--- config.mk ---
export PLATFORM = sky130hd
export DESIGN_NAME = eeprom_i2c_slave
export DESIGN_NICKNAME = d
export VERILOG_FILES = /design/src/rtl/eep_pkg.sv /design/src/rtl/eep_dpath.sv /design/src/rtl/eep_ctrl.sv /design/src/rtl/eeprom_i2c_slave.sv
export SDC_FILE = /design/constraint.sdc
export NUM_CORES = 1
export LEC_CHECK = 0
export BUFFER_PORTS_ARGS = -buffer_cell sky130_fd_sc_hd__buf_2
export CAP_MARGIN = 0
export CORE_ASPECT_RATIO = 1.25
export CORE_MARGIN = 5
export CORE_UTILIZATION = 35
export DETAILED_ROUTE_END_ITERATION = 8
export GPL_TIMING_DRIVEN = 0
export MAX_ROUTING_LAYER = met4
export PLACE_DENSITY = 0.55
export RECOVER_POWER = 50
export SYNTH_ARGS = -nofsm -noshare
export SYNTH_HDL_FRONTEND = slang
export SYNTH_SLANG_ARGS = --single-unit
export TNS_END_PERCENT = 100
--- constraint.sdc ---
create_clock -name clk -period 3.8 [get_ports clk]
set_input_delay 0.76 -clock clk [delete_from_list [all_inputs] [get_ports clk]]
set_output_delay 0.76 -clock clk [all_outputs]
set_load 0.02 [all_outputs]
--- src/rtl/eep_pkg.sv ---
package eep_pkg;

  // One-cycle commands from control to datapath
  typedef struct packed {
    logic shiftIn;    // take sampled SDA into receive register
    logic loadAddr;   // receive register -> pointer
    logic writeByte;  // receive register -> page latch, bump low pointer bits
    logic startProg;  // STOP seen: begin program cycle if latch holds data
    logic discard;    // START seen: drop latched bytes
    logic loadTx;     // memory at pointer -> transmit register
    logic shiftTx;    // advance transmit register by one bit
    logic incPtr;     // full-width pointer increment after a read byte
  } eep_strb_t;

  // Bus events derived from the synchronized lines
  typedef struct packed {
    logic sclHigh;
    logic sdaLvl;
    logic sclRise;
    logic sclFall;
    logic startSeen;
    logic stopSeen;
  } eep_line_t;

endpackage

--- src/rtl/eep_dpath.sv ---
module eep_dpath
  import eep_pkg::*;
#(
  parameter int ADDR_W      = 5,
  parameter int PAGE_W      = 3,
  parameter int PROG_CYCLES = 1000
) (
  input  logic      clk,
  input  logic      rstN,
  input  logic      sclIn,
  input  logic      sdaIn,
  input  eep_strb_t strb,
  output eep_line_t line,
  output logic [7:0] rxByte,
  output logic      txNext,
  output logic      rdMsb,
  output logic      busy
);
  localparam int MEM_DEPTH = 1 << ADDR_W;
  localparam int PAGE_SIZE = 1 << PAGE_W;
  localparam int PCNT_W    = $clog2(PROG_CYCLES + 1);

  logic [1:0] sclSync, sdaSync;
  logic       sclPrev, sdaPrev;

  always_ff @(posedge clk) begin
    if (!rstN) begin
      sclSync <= '1;
      sdaSync <= '1;
      sclPrev <= 1'b1;
      sdaPrev <= 1'b1;
    end else begin
      sclSync <= {sclSync[0], sclIn};
      sdaSync <= {sdaSync[0], sdaIn};
      sclPrev <= sclSync[1];
      sdaPrev <= sdaSync[1];
    end
  end

  always_comb begin
    line.sclHigh   = sclSync[1];
    line.sdaLvl    = sdaSync[1];
    line.sclRise   = sclSync[1] & ~sclPrev;
    line.sclFall   = ~sclSync[1] & sclPrev;
    line.startSeen = sclSync[1] & sclPrev & sdaPrev & ~sdaSync[1];
    line.stopSeen  = sclSync[1] & sclPrev & ~sdaPrev & sdaSync[1];
  end

  logic [7:0]          rxReg, txReg;
  logic [ADDR_W-1:0]   ptr;
  logic [7:0]          mem [MEM_DEPTH];
  logic [7:0]          pageData [PAGE_SIZE];
  logic [PAGE_SIZE-1:0] pageValid;
  logic [PCNT_W-1:0]   progCnt;

  assign rxByte = rxReg;
  assign txNext = txReg[6];
  assign rdMsb  = mem[ptr][7];
  assign busy   = (progCnt != '0);

  // Shift registers and pointer
  always_ff @(posedge clk) begin
    if (!rstN) begin
      rxReg <= '0;
      txReg <= '0;
      ptr   <= '0;
    end else begin
      if (strb.shiftIn)   rxReg <= {rxReg[6:0], line.sdaLvl};
      if (strb.loadTx)    txReg <= mem[ptr];
      else if (strb.shiftTx) txReg <= {txReg[6:0], 1'b0};
      if (strb.loadAddr)  ptr <= rxReg[ADDR_W-1:0];
      else if (strb.writeByte) ptr[PAGE_W-1:0] <= ptr[PAGE_W-1:0] + PAGE_W'(1);
      else if (strb.incPtr) ptr <= ptr + ADDR_W'(1);
    end
  end

  // Page latch, program cycle and array
  always_ff @(posedge clk) begin
    if (!rstN) begin
      pageValid <= '0;
      progCnt   <= '0;
      for (int i = 0; i < MEM_DEPTH; i++) mem[i] <= '0;
      for (int i = 0; i < PAGE_SIZE; i++) pageData[i] <= '0;
    end else begin
      if (progCnt != '0) begin
        progCnt <= progCnt - PCNT_W'(1);
        if (progCnt == PCNT_W'(1)) begin
          for (int i = 0; i < PAGE_SIZE; i++)
            if (pageValid[i])
              mem[{ptr[ADDR_W-1:PAGE_W], PAGE_W'(i)}] <= pageData[i];
          pageValid <= '0;
        end
      end else if (strb.startProg && (pageValid != '0)) begin
        progCnt <= PCNT_W'(PROG_CYCLES);
      end else if (strb.discard) begin
        pageValid <= '0;
      end else if (strb.writeByte) begin
        pageData[ptr[PAGE_W-1:0]]  <= rxReg;
        pageValid[ptr[PAGE_W-1:0]] <= 1'b1;
      end
    end
  end

  // Page writes never move the pointer out of its page
  assert_page_hold_R4: assert property (@(posedge clk) disable iff (!rstN)
    strb.writeByte |=> ptr[ADDR_W-1:PAGE_W] == $past(ptr[ADDR_W-1:PAGE_W]));

  // Read pointer wraps from top of memory to zero
  assert_read_wrap_R10: assert property (@(posedge clk) disable iff (!rstN)
    (strb.incPtr && ptr == '1) |=> ptr == '0);

  // A program cycle only ever begins right after a bus STOP
  assert_prog_after_stop_R5: assert property (@(posedge clk) disable iff (!rstN)
    $rose(busy) |-> $past(line.stopSeen));

endmodule

--- src/rtl/eep_ctrl.sv ---
module eep_ctrl
  import eep_pkg::*;
#(
  parameter logic [3:0] DEV_TYPE = 4'b1010,
  parameter logic [2:0] CHIP_SEL = 3'b000
) (
  input  logic       clk,
  input  logic       rstN,
  input  eep_line_t  line,
  input  logic [7:0] rxByte,
  input  logic       txNext,
  input  logic       rdMsb,
  input  logic       busy,
  output eep_strb_t  strb,
  output logic       sdaOe
);
  typedef enum logic [2:0] {ST_IDLE, ST_RX, ST_ACK, ST_TX, ST_MACK} ctrl_st_e;
  typedef enum logic [1:0] {K_DEV, K_ADDR, K_DATA} rx_kind_e;

  ctrl_st_e st, stN;
  rx_kind_e kind, kindN;
  logic [3:0] cnt, cntN;
  logic oeN, readMode, rdN, nack, nackN;
  logic selHit;

  assign selHit = (rxByte[7:4] == DEV_TYPE) && (rxByte[3:1] == CHIP_SEL);

  always_comb begin
    stN = st; kindN = kind; cntN = cnt; oeN = sdaOe;
    rdN = readMode; nackN = nack; strb = '0;
    if (busy) begin
      stN = ST_IDLE; oeN = 1'b0;
    end else if (line.startSeen) begin
      stN = ST_RX; kindN = K_DEV; cntN = '0; oeN = 1'b0; strb.discard = 1'b1;
    end else if (line.stopSeen) begin
      stN = ST_IDLE; oeN = 1'b0; strb.startProg = 1'b1;
    end else begin
      case (st)
        ST_RX: begin
          if (line.sclRise && cnt != 4'd8) begin
            strb.shiftIn = 1'b1; cntN = cnt + 4'd1;
          end else if (line.sclFall && cnt == 4'd8) begin
            cntN = '0;
            case (kind)
              K_DEV: begin
                if (selHit) begin oeN = 1'b1; stN = ST_ACK; rdN = rxByte[0]; end
                else stN = ST_IDLE;
              end
              K_ADDR: begin strb.loadAddr = 1'b1; oeN = 1'b1; stN = ST_ACK; end
              default: begin strb.writeByte = 1'b1; oeN = 1'b1; stN = ST_ACK; end
            endcase
          end
        end
        ST_ACK: if (line.sclFall) begin
          if (kind == K_DEV && readMode) begin
            strb.loadTx = 1'b1; oeN = ~rdMsb; cntN = 4'd1; stN = ST_TX;
          end else begin
            oeN = 1'b0; stN = ST_RX;
            kindN = (kind == K_DEV) ? K_ADDR : K_DATA;
          end
        end
        ST_TX: if (line.sclFall) begin
          if (cnt == 4'd8) begin
            oeN = 1'b0; strb.incPtr = 1'b1; stN = ST_MACK;
          end else begin
            strb.shiftTx = 1'b1; oeN = ~txNext; cntN = cnt + 4'd1;
          end
        end
        ST_MACK: begin
          if (line.sclRise) nackN = line.sdaLvl;
          if (line.sclFall) begin
            if (!nack) begin
              strb.loadTx = 1'b1; oeN = ~rdMsb; cntN = 4'd1; stN = ST_TX;
            end else begin
              oeN = 1'b0; stN = ST_IDLE;
            end
          end
        end
        default: ;
      endcase
    end
  end

  always_ff @(posedge clk) begin
    if (!rstN) begin
      st <= ST_IDLE; kind <= K_DEV; cnt <= '0;
      sdaOe <= 1'b0; readMode <= 1'b0; nack <= 1'b1;
    end else begin
      st <= stN; kind <= kindN; cnt <= cntN;
      sdaOe <= oeN; readMode <= rdN; nack <= nackN;
    end
  end

  // Drive on SDA moves only in SCL low phase (or on START/STOP/busy)
  assert_sda_scl_low_R12: assert property (@(posedge clk) disable iff (!rstN)
    !$stable(sdaOe) |-> (!line.sclHigh || $past(line.startSeen || line.stopSeen || busy)));

  // A foreign device select is never acknowledged and parks the slave
  assert_foreign_select_R2: assert property (@(posedge clk) disable iff (!rstN)
    (st == ST_RX && kind == K_DEV && cnt == 4'd8 && line.sclFall && !selHit &&
     !busy && !line.startSeen && !line.stopSeen) |=> (st == ST_IDLE && !sdaOe));

endmodule

--- src/rtl/eeprom_i2c_slave.sv ---
module eeprom_i2c_slave
  import eep_pkg::*;
#(
  parameter logic [3:0] DEV_TYPE    = 4'b1010,
  parameter logic [2:0] CHIP_SEL    = 3'b000,
  parameter int         ADDR_W      = 5,
  parameter int         PAGE_W      = 3,
  parameter int         PROG_CYCLES = 1000
) (
  input  logic clk,
  input  logic rstN,
  input  logic sclIn,
  input  logic sdaIn,
  output logic sdaOe,
  output logic busy
);
  eep_strb_t  strb;
  eep_line_t  line;
  logic [7:0] rxByte;
  logic       txNext, rdMsb;

  eep_dpath #(.ADDR_W(ADDR_W), .PAGE_W(PAGE_W), .PROG_CYCLES(PROG_CYCLES)) u_dpath (
    .clk(clk), .rstN(rstN), .sclIn(sclIn), .sdaIn(sdaIn), .strb(strb),
    .line(line), .rxByte(rxByte), .txNext(txNext), .rdMsb(rdMsb), .busy(busy)
  );

  eep_ctrl #(.DEV_TYPE(DEV_TYPE), .CHIP_SEL(CHIP_SEL)) u_ctrl (
    .clk(clk), .rstN(rstN), .line(line), .rxByte(rxByte), .txNext(txNext),
    .rdMsb(rdMsb), .busy(busy), .strb(strb), .sdaOe(sdaOe)
  );

  // Deaf during the program cycle: never pulls SDA
  assert_busy_deaf_R6: assert property (@(posedge clk) disable iff (!rstN)
    busy |-> !sdaOe);

endmodule

==> qor.yml, run 1 <==
clock_tree:
  cts_buffers: 38
  cts-root-buf: "clkbuf_16"
  h-tree-depth: 2
  clock_latency_ns: 0.54
  clk_pin_slew_ns: 0.06
  cts.path.max_buffers: 3
  cts_tree: "built"
  cts.sinks: 376
power_and_ir_drop:
  ir_worst_vdd_v: 0.000504
  p_per_area_nw_per_um2: 482
  p_leak_nw: 7.47
  power.total_mw: 9.41
logic_synthesis:
  synth_area_sq_um: 17400
  ys_top_cells_by_area: "edfxtp_1 55%, and3_1 9.4%, dfxtp_1 6.4%"
  yosys.cell_types.count: 89
  ys_seq_elements: 376
  yosys_warnings: 0
  synthMuxAreaShare_pct: 4.95
  netlist.area_leader.share_pct: 55.1
  synth_edf_count: 320
  synth_fa_ha_area_share_pct: 0.359
  yosysSeqAreaShare_pct: 61.6
  post_synth_xor_area_fraction_pct: 0.101
  async_flop_share_pct: 0
  netlist_instances: 1446
  netlist.top_cell.by_area: "edfxtp_1"
  synth_flop_cell: "edfxtp_1"
  avgSynthCellArea_sq_um: 12.1
  synth_nets: 1455
  synthSimpleGateAreaFrac_pct: 20.3
  synth_compound_area_share_pct: 9.22
  synth_top_family_by_area: "simple AND/OR/NAND/NOR gates"
critical_path:
  path_max_fanout: 10
  end_kind: "register"
  critPathLaunchType: "register"
  r2r_setup_slack_ns: 0.11
  critical_path_required_ns: 3.97
  path_class: "register to register"
  arrival_ns: 3.86
floorplanning:
  dieWidth_um: 210
  die_y_um: 259
  start_util_pct: 35.4
  dieArea_sq_um: 54400
  num_rows: 91
  io_pins: 6
  core_sq_um: 49300
layout:
  drive_above_1_share_pct: 9.14
  fillCellCount: 4736
  fin_util_pct: 39.6
  design_area_sq_um: 19500
  fin_nets: 1501
  finalNonFillerCells: 2180
  multi_input_area_sq_um: 6110
  synthToLayoutAreaGrowth_pct: 12.0
  seq_area_sq_um: 10700
routing:
  drc: 0
  drt-pass1-iter-count: 6
  num_vias: 13093
  drtIter0Drc: 1630
  wl_per_cell_um: 31.8
  finalWirelength_um: 69400
  ant_nets: 0
  avgViaCountPerCell: 6.01
flow_run:
  drv_cap: 0
global_route:
  grt-ovfl-total: 0
  antenna_found_initial: 6
  grt_pass1_vias: 12796
  grt.total_usage_pct: 25.6
  grt_max_degree: 15
  grt_first_pass_wirelength_um: 96200
timing:
  holdWs_ns: 0.405
  hold_viol: 0
  timing.slew.headroom_pct: 17.3
  tns_ns: 0
  setup_violations: 0
  drv_slew: 0
  worst_pin_slew_ns: 1.21
  finalWorstSetupSlack_ns: 0.105
  min_period_ns: 3.69
  skew_ns: 0.0170
  fin_crit_sh_pct: 97.2
  rsz0062_at_grt: "yes"
  fmax_ghz: 0.271
place:
  place_inst: 2102
  placed_area_sq_um: 18300
  dp_hpwl_um: 51200
  dp_slack_ns: -0.178
  gp_congestion: 1.01
  portBuffers: 5
run_status:
  outcome: "completed"
min_path:
  hold_class: "input pin to register"
layout by cell type (no fill, tap or decap), types with 12 or more instances in the layout:
cell type / netlist / routed
mux4_2: 19 / 19
o21ai_0: 43 / 36
and2_1: 58 / 58
buf_2: 15 / 17
and3_1: 261 / 261
nor3_1: 23 / 23
clkbuf_16: 0 / 39
a211oi_1: 12 / 12
nand2_1: 122 / 122
dfxtp_1: 56 / 56
a22oi_1: 13 / 13
clkbuf_1: 98 / 115
mux2i_1: 31 / 31
nor2_1: 67 / 65
edfxtp_1: 320 / 320
nand3_1: 17 / 17
nand2b_1: 13 / 13
a221oi_1: 24 / 24
a21oi_1: 54 / 54
inv_1: 14 / 14
flip-flops by register name, summed over array words and instances, names as in the netlist, 3 cells and up:
register and flops:
u_ctrl.cnt 4, u_ctrl.st 3, u_dpath.mem 256, u_dpath.pageData 64
u_dpath.pageValid 8, u_dpath.progCnt 10, u_dpath.ptr 5, u_dpath.rxByte 8
u_dpath.txReg 7
cell usage after synthesis (7+ instances only):
master	number
mux2_2	11
nor3_1	23
nor2_1	67
nand2b_1	13
inv_1	14
mux4_2	19
a31oi_1	11
nor2b_1	11
o22ai_1	7
clkbuf_1	98
nand2_1	122
a221oi_1	24
a21oi_1	54
dfxtp_1	56
and3_1	261
a211oi_1	12
a22oi_1	13
mux2i_1	31
buf_2	15
o31ai_1	9
and2_1	58
nand3_1	17
o21ai_0	43
edfxtp_1	320
per-layer routing:
| metal | up-vias | share of wire (%) | global-route usage [%] |
|---|---|---|---|
| met4 | 0 | 7.3 | 15.1 |
| met2 | 771 | 49 | 42.8 |
| met3 | 204 | 8.2 | 3.74 |
| li1 | 5586 | - | - |
| met5 | - | 0 | - |
| met1 | 6532 | 35 | 29.2 |
cell type report:
| type | count | share of cell area (%) |
|---|---|---|
| sequential | 376 | 55.0 |
| multi-input combinational | 928 | 31.3 |
| inverter | 17 | 0.327 |
| clock inverter | 12 | 0.705 |
| clock buffer | 56 | 5.48 |
| buffer | 125 | 2.76 |
| timing repair buffer | 6 | 0.141 |
| antenna | 9 | 0.115 |
| tap | 651 | 4.17 |
worst paths after layout:
path,from,endpoint,cells after the start
max reg2reg,u_dpath.progCnt[0]$_SDFFE_PN0P_,u_dpath.mem[4][2]$_SDFFCE_PN0P_,9
max,u_dpath.progCnt[0]$_SDFFE_PN0P_,u_dpath.mem[4][2]$_SDFFCE_PN0P_,9
min reg2reg,u_dpath.sdaSync[0]$_SDFF_PN1_,u_dpath.sdaSync[1]$_SDFF_PN1_,1
min,sclIn,u_dpath.sclSync[0]$_SDFF_PN1_,2
kinds of logic after synthesis:
group,count (synthesis)
AO/OA/AOI/OAI,231
XOR/XNOR,2
adder cells (fa/ha/maj),5
buffers and inverters,142
flip-flops,376
multiplexers,61
AND/OR/NAND/NOR,629
critical path: stages (launching register included):
cell	delay, ns
dfxtp_1	0.37
inv_1	0.09
ha_1	0.25
or3b_2	0.25
and4_1	0.25
nand3_1	0.37
nor3_4	0.61
clkbuf_1	0.59
nand2_1	0.11
nand2_1	0.42
what timing repair did:
action,4_1_cts,5_1_grt
setup endpoints to repair,80,144
resized for setup,3,8
setup buffers,0,0
hold endpoints to repair,0,0
gates cloned,0,0
pin swaps,0,0
hold buffers,0,0
power by group:
part           internal (mW)  switching (mW)
logic                  0.244           0.565
clock network           2.16            1.61
registers               4.64           0.193
(Power assumes the default switching activity.)
==> run 2: changes to the inputs <==
Settings changed: PLACE_DENSITY 0.55 to 0.54, REMOVE_ABC_BUFFERS set to 1.
Clock period 3.8 ns to 3.2 ns, I/O delays scaled along.
==> run 2 against run 1 <==
Against the previous run:
- sequential power grew 19%
- worst hold slack lost 0.12 ns
- clock power grew 21%
- sequential cell count is the same
- critical endpoint is now u_dpath.txReg[0]$_SDFFE_PN0P_
- largest cell class unchanged
==> qor.yml, run 2 (synthesized netlist as in run 1, its figures left out) <==
place:
  gp_congestion: 0.958
  place_inst: 1985
  dp_hpwl_um: 39300
  portBuffers: 5
timing:
  setup_violations: 0
  worst_pin_slew_ns: 1.34
  holdWs_ns: 0.286
  fmax_ghz: 0.323
  rsz0062_at_grt: "no"
  skew_ns: 0.0289
  drv_slew: 0
  fin_crit_sh_pct: 96.6
  tns_ns: 0
  min_period_ns: 3.09
  hold_viol: 0
  timing.slew.headroom_pct: 10.7
layout:
  fin_util_pct: 39.2
  fillCellCount: 4679
  fin_nets: 1401
  finalNonFillerCells: 2075
  top_regs: "u_dpath.mem: 256 flops, u_dpath.pageData: 64 flops, u_dpath.progCnt: 10 flops"
  layout_common_cells: "320 x edfxtp_1, 261 x and3_1, 119 x nand2_1"
  layout_commonest_cell: "edfxtp_1"
  synthToLayoutAreaGrowth_pct: 10.9
  largest_reg_flops: 256
  regMostFlops: "u_dpath.mem"
  drive_above_1_share_pct: 10.9
global_route:
  antenna_found_initial: 4
  grt_first_pass_wirelength_um: 84300
  grt.total_usage_pct: 21.8
  grt_pass1_vias: 11925
  grt-ovfl-total: 0
  grt_max_degree: 67
floorplanning:
  num_rows: 91
  start_util_pct: 35.4
  dieArea_sq_um: 54400
  core_sq_um: 49300
  io_pins: 6
  dieWidth_um: 210
  die_y_um: 259
clock_tree:
  clock_latency_ns: 0.55
  ctsHoldBuffers: 0
  cts.sinks: 376
  cts-root-buf: "clkbuf_16"
  clk_pin_slew_ns: 0.06
  cts_buffers: 39
  cts.path.max_buffers: 3
  cts_tree: "built"
  h-tree-depth: 2
routing:
  wl_per_cell_um: 28.7
  finalWirelength_um: 59500
  drc: 0
  avgViaCountPerCell: 5.95
  drtIter0Drc: 1607
  drt-pass1-iter-count: 6
  num_vias: 12341
  ant_nets: 0
min_path:
  hold_class: "input pin to register"
critical_path:
  path_max_fanout: 60
  path_class: "register to register"
  end_kind: "register"
  critPathMaxStageDelay_ns: 0.85
  arrival_ns: 3.57
  crit_chain: "buf_16 > inv_1 > o221ai_1 > a222oi_1 > nor2_1 > a2111oi_0 > a31o_1"
  critical_path_required_ns: 3.68
  critPathLaunchType: "register"
  slowest_stage: "a2111oi_0"
power_and_ir_drop:
  p_per_area_nw_per_um2: 579
  p_leak_nw: 7.34
  ir_worst_vdd_v: 0.000443
run_status:
  outcome: "completed"
flow_run:
  drv_cap: 0
==> run 2: changes by cell type in the layout (fill, tap and decap cells not counted), moves of 5 or more <==
cell,change
buf_2,-14
and2_1,-33
buf_12,+6
and2_0,+33
diode_2,-6
dfxtp_1,-5
clkbuf_1,-102
==> run 2: where the power goes <==
part           internal, mW  leakage [nW]  switching [mW]
sequential             5.51          3.71           0.229
combinational         0.277          3.03           0.608
clock                  2.62         0.604            1.96
==> run 2: path summary, 6_finish.rpt <==
kind | from | to | slack, ns | cells past startpoint
worst max-delay path | u_dpath.ptr[0]$_SDFFE_PN0P_ | u_dpath.txReg[0]$_SDFFE_PN0P_ | 0.11 | 7
worst max register to register | u_dpath.ptr[0]$_SDFFE_PN0P_ | u_dpath.txReg[0]$_SDFFE_PN0P_ | 0.11 | 7
worst min-delay path | sclIn | u_dpath.sclSync[0]$_SDFF_PN1_ | 0.29 | 2
worst min register to register | u_dpath.sdaSync[0]$_SDFF_PN1_ | u_dpath.sdaSync[1]$_SDFF_PN1_ | 0.41 | 1
==> run 2: worst max-delay path, delay by kind of cell, from the launching register on <==
| family | cells | cell delay [ns] |
|---|---|---|
| compound gates | 4 | 1.60 |
| buf+inv | 2 | 0.87 |
| flops | 1 | 0.48 |
| simple gates | 1 | 0.07 |
==> run 2: final cells by class <==
type / instances / area [sq um] / area share [%]
Inverter: 17 / 67.6 / 0.349
Antenna cell: 3 / 7.51 / 0.0388
Multi-Input combinational cell: 931 / 6160 / 31.9
Clock inverter: 24 / 238 / 1.23
Timing Repair Buffer: 27 / 283 / 1.46
Clock buffer: 46 / 1020 / 5.29
Tap cell: 651 / 815 / 4.21
Sequential cell: 376 / 10700 / 55.6
==> run 2: repair_timing <==
action / CTS / global route
gates cloned: 3 / 0
pin swaps: 4 / 0
gates resized for setup: 19 / 9
endpoints found under the setup margin: 327 / 53
setup buffers: 14 / 0
==> run 2: layer usage <==
| metal | global-route usage [%] | wire length, um | vias to the layer above |
|---|---|---|---|
| li1 | - | - | 5379 |
| met1 | 26.9 | 22600 | 6199 |
| met2 | 35.4 | 28500 | 612 |
| met3 | 2.48 | 4370 | 151 |
| met4 | 11.9 | 4050 | 0 |
| met5 | - | 0 | - |
==> run 2: metrics by stage <==
step	setup WS, ns	cell area, sq um	power [mW]
after detailed placement	-0.851	17900	6.70
after CTS	0.0170	19400	11.3
after floorplan	-0.952	16900	6.30
after global placement	-4.06	17700	6.67
after global routing	0.0360	19300	11.5
final	0.108	19300	11.2
==> run 3: changes to the inputs <==
Settings changed: BUFFER_PORTS_ARGS -buffer_cell sky130_fd_sc_hd__buf_2 to unset, CORE_UTILIZATION 35 to 49, DONT_BUFFER_PORTS set to 1, PLACE_DENSITY 0.54 to 0.69.
Clock period 3.2 ns to 2.8 ns, I/O delays scaled along.
==> run 3 against run 2 <==
Against the previous run:
- the flow now finishes with violations (negative setup slack)
- worst hold slack got worse by 0.17 ns
- global-route usage rose by 7.1 points
- final area grew 0.34%
- critical path depth decreased by 1
- sequential share of layout area down 0.17 points
- utilization grew 16 points
- combinational power up 29%
- sequential power is 14% higher
- sequential cell count did not move
- maximum frequency is 8.5% higher
- critical path type unchanged
- largest cell class unchanged
- largest power group unchanged
==> qor.yml, run 3 (synthesized netlist as in run 1, its figures left out) <==
place:
  placed_area_sq_um: 17700
  gp_congestion: 0.992
  dp_hpwl_um: 37300
  portBuffers: 0
  place_inst: 1802
  dp_slack_ns: -1.18
floorplanning:
  dieWidth_um: 179
  dieArea_sq_um: 39500
  core_sq_um: 35300
  num_rows: 77
  die_y_um: 221
  start_util_pct: 49.4
  io_pins: 6
routing:
  drc: 0
  wl_met2_um: 26900
  drt-pass1-iter-count: 6
  ant_nets: 0
  finalWirelength_um: 56600
  routedLengthMet1_um: 20000
  highest_layer: "met4"
  drtIter0Drc: 1976
  avgViaCountPerCell: 6.62
  num_vias: 12551
  dr_wl_met3_um: 5810
  wl_per_cell_um: 29.8
critical_path:
  arrival_ns: 3.24
  reg2reg_depth: 6
  path_class: "register to register"
  startpoint: "u_dpath.ptr[1]$_SDFFE_PN0P_"
  path_max_fanout: 32
  critPathLaunchType: "register"
  end_kind: "register"
  critical_path_required_ns: 3.19
  r2r_start: "u_dpath.ptr[1]$_SDFFE_PN0P_"
clock_tree:
  clock_latency_ns: 0.54
  cts_tree: "built"
  clk_pin_slew_ns: 0.07
  cts-root-buf: "clkbuf_16"
  cts_buffers: 36
  ctsHoldBuffers: 0
  h-tree-depth: 2
  cts.path.max_buffers: 3
  cts.sinks: 376
layout:
  top_regs: "u_dpath.mem: 256 flops, u_dpath.pageData: 64 flops, u_dpath.progCnt: 10 flops"
  fin_nets: 1400
  largest_reg_flops: 256
  fillCellCount: 2957
  regMostFlops: "u_dpath.mem"
  layout_commonest_cell: "edfxtp_1"
  fin_util_pct: 55.0
  drive_above_1_share_pct: 14.3
  layout_common_cells: "320 x edfxtp_1, 261 x and3_1, 100 x nand2_1"
  design_area_sq_um: 19400
  finalNonFillerCells: 1897
  synthToLayoutAreaGrowth_pct: 11.3
timing:
  hold_viol: 0
  finalWorstSetupSlack_ns: -0.0503
  min_period_ns: 2.85
  fin_crit_sh_pct: 102
  tns_ns: -0.0965
  fmax_ghz: 0.351
  holdWs_ns: 0.119
  drv_slew: 0
  worst_pin_slew_ns: 1.20
  skew_ns: 0.0245
  rsz0062_at_grt: "yes"
  setup_violations: 3
  timing.slew.headroom_pct: 20.1
min_path:
  min_path_cells: 1
  hold_class: "input pin to register"
  min_from: "sclIn"
flow_run:
  drv_cap: 0
power_and_ir_drop:
  p_leak_nw: 7.45
  p_int_mw: 9.70
  power_frac_comb_pct: 8.8
  power.total_mw: 12.9
  ir_worst_vdd_v: 0.000724
  p_switching_mw: 3.16
  switching_share_pct: 24.6
  power_frac_clock_pct: 40.2
  seqPwrFrac_pct: 50.9
  p_per_area_nw_per_um2: 663
global_route:
  grt.total_usage_pct: 28.9
  grt_max_degree: 67
  grt_first_pass_wirelength_um: 80800
  grt_pass1_vias: 11876
  antenna_found_initial: 6
  grt-ovfl-total: 0
run_status:
  outcome: "finished with violations"
  failed_checks: "negative setup slack"
==> run 3: cell types whose count changed in the layout (fill, tap and decap cells not counted), moves of 4 or more <==
cell,before,now
o21ai_2,0,5
buf_4,5,17
and2_1,25,58
o21ai_1,7,1
nand2_4,0,8
clkinv_1,7,3
and2_0,33,0
clkbuf_1,13,4
nand2_2,4,15
nand2_1,119,100
==> run 3: worst max-delay path, cell delays in order (launching register included) <==
cell and delay (ns):
dfxtp_4 0.78, clkinvlp_4 0.55, a221oi_1 0.57, or2_2 0.19, a311oi_1 0.09, a31oi_1 0.36
o22ai_1 0.14
==> run 3: what timing repair did <==
action	in CTS	in global routing
endpoints found under the hold margin	0	0
pin swaps	5	6
setup buffers	13	7
resized for setup	52	20
cloned	3	2
endpoints found under the setup margin	507	301
==> run 3: power groups by stage <==
stage	registers (mW)	logic, mW	clock network [mW]
after floorplan	6.54	0.664	0
after global placement	6.65	0.903	0
after detailed placement	6.66	0.954	0
after CTS	6.54	1.00	5.20
after global routing	6.57	1.22	5.43
final	6.55	1.14	5.17
==> run 3: final cells by class <==
class / count / area (sq um) / share of cell area (%)
clock buffer: 44 / 982 / 5.06
tap: 474 / 593 / 3.06
antenna: 4 / 10.0 / 0.0516
inverter: 17 / 68.8 / 0.355
sequential: 376 / 10700 / 55.4
timing repair buffer: 28 / 375 / 1.93
clock inverter: 22 / 268 / 1.38
multi-input combinational: 932 / 6360 / 32.8
==> run 3: worst paths after layout <==
kind	end	slack, ns
min	u_dpath.sclSync[0]$_SDFF_PN1_	0.12
max reg2reg	u_dpath.txReg[4]$_SDFFE_PN0P_	-0.05
min reg2reg	u_dpath.sdaSync[1]$_SDFF_PN1_	0.41
max	u_dpath.txReg[4]$_SDFFE_PN0P_	-0.05
==> run 3: routing by layer <==
layer	GRT usage, %	vias to the layer above
li1	-	5399
met1	36.4	6170
met2	44.9	796
met3	5.43	186
met4	14.6	0
met5	-	-
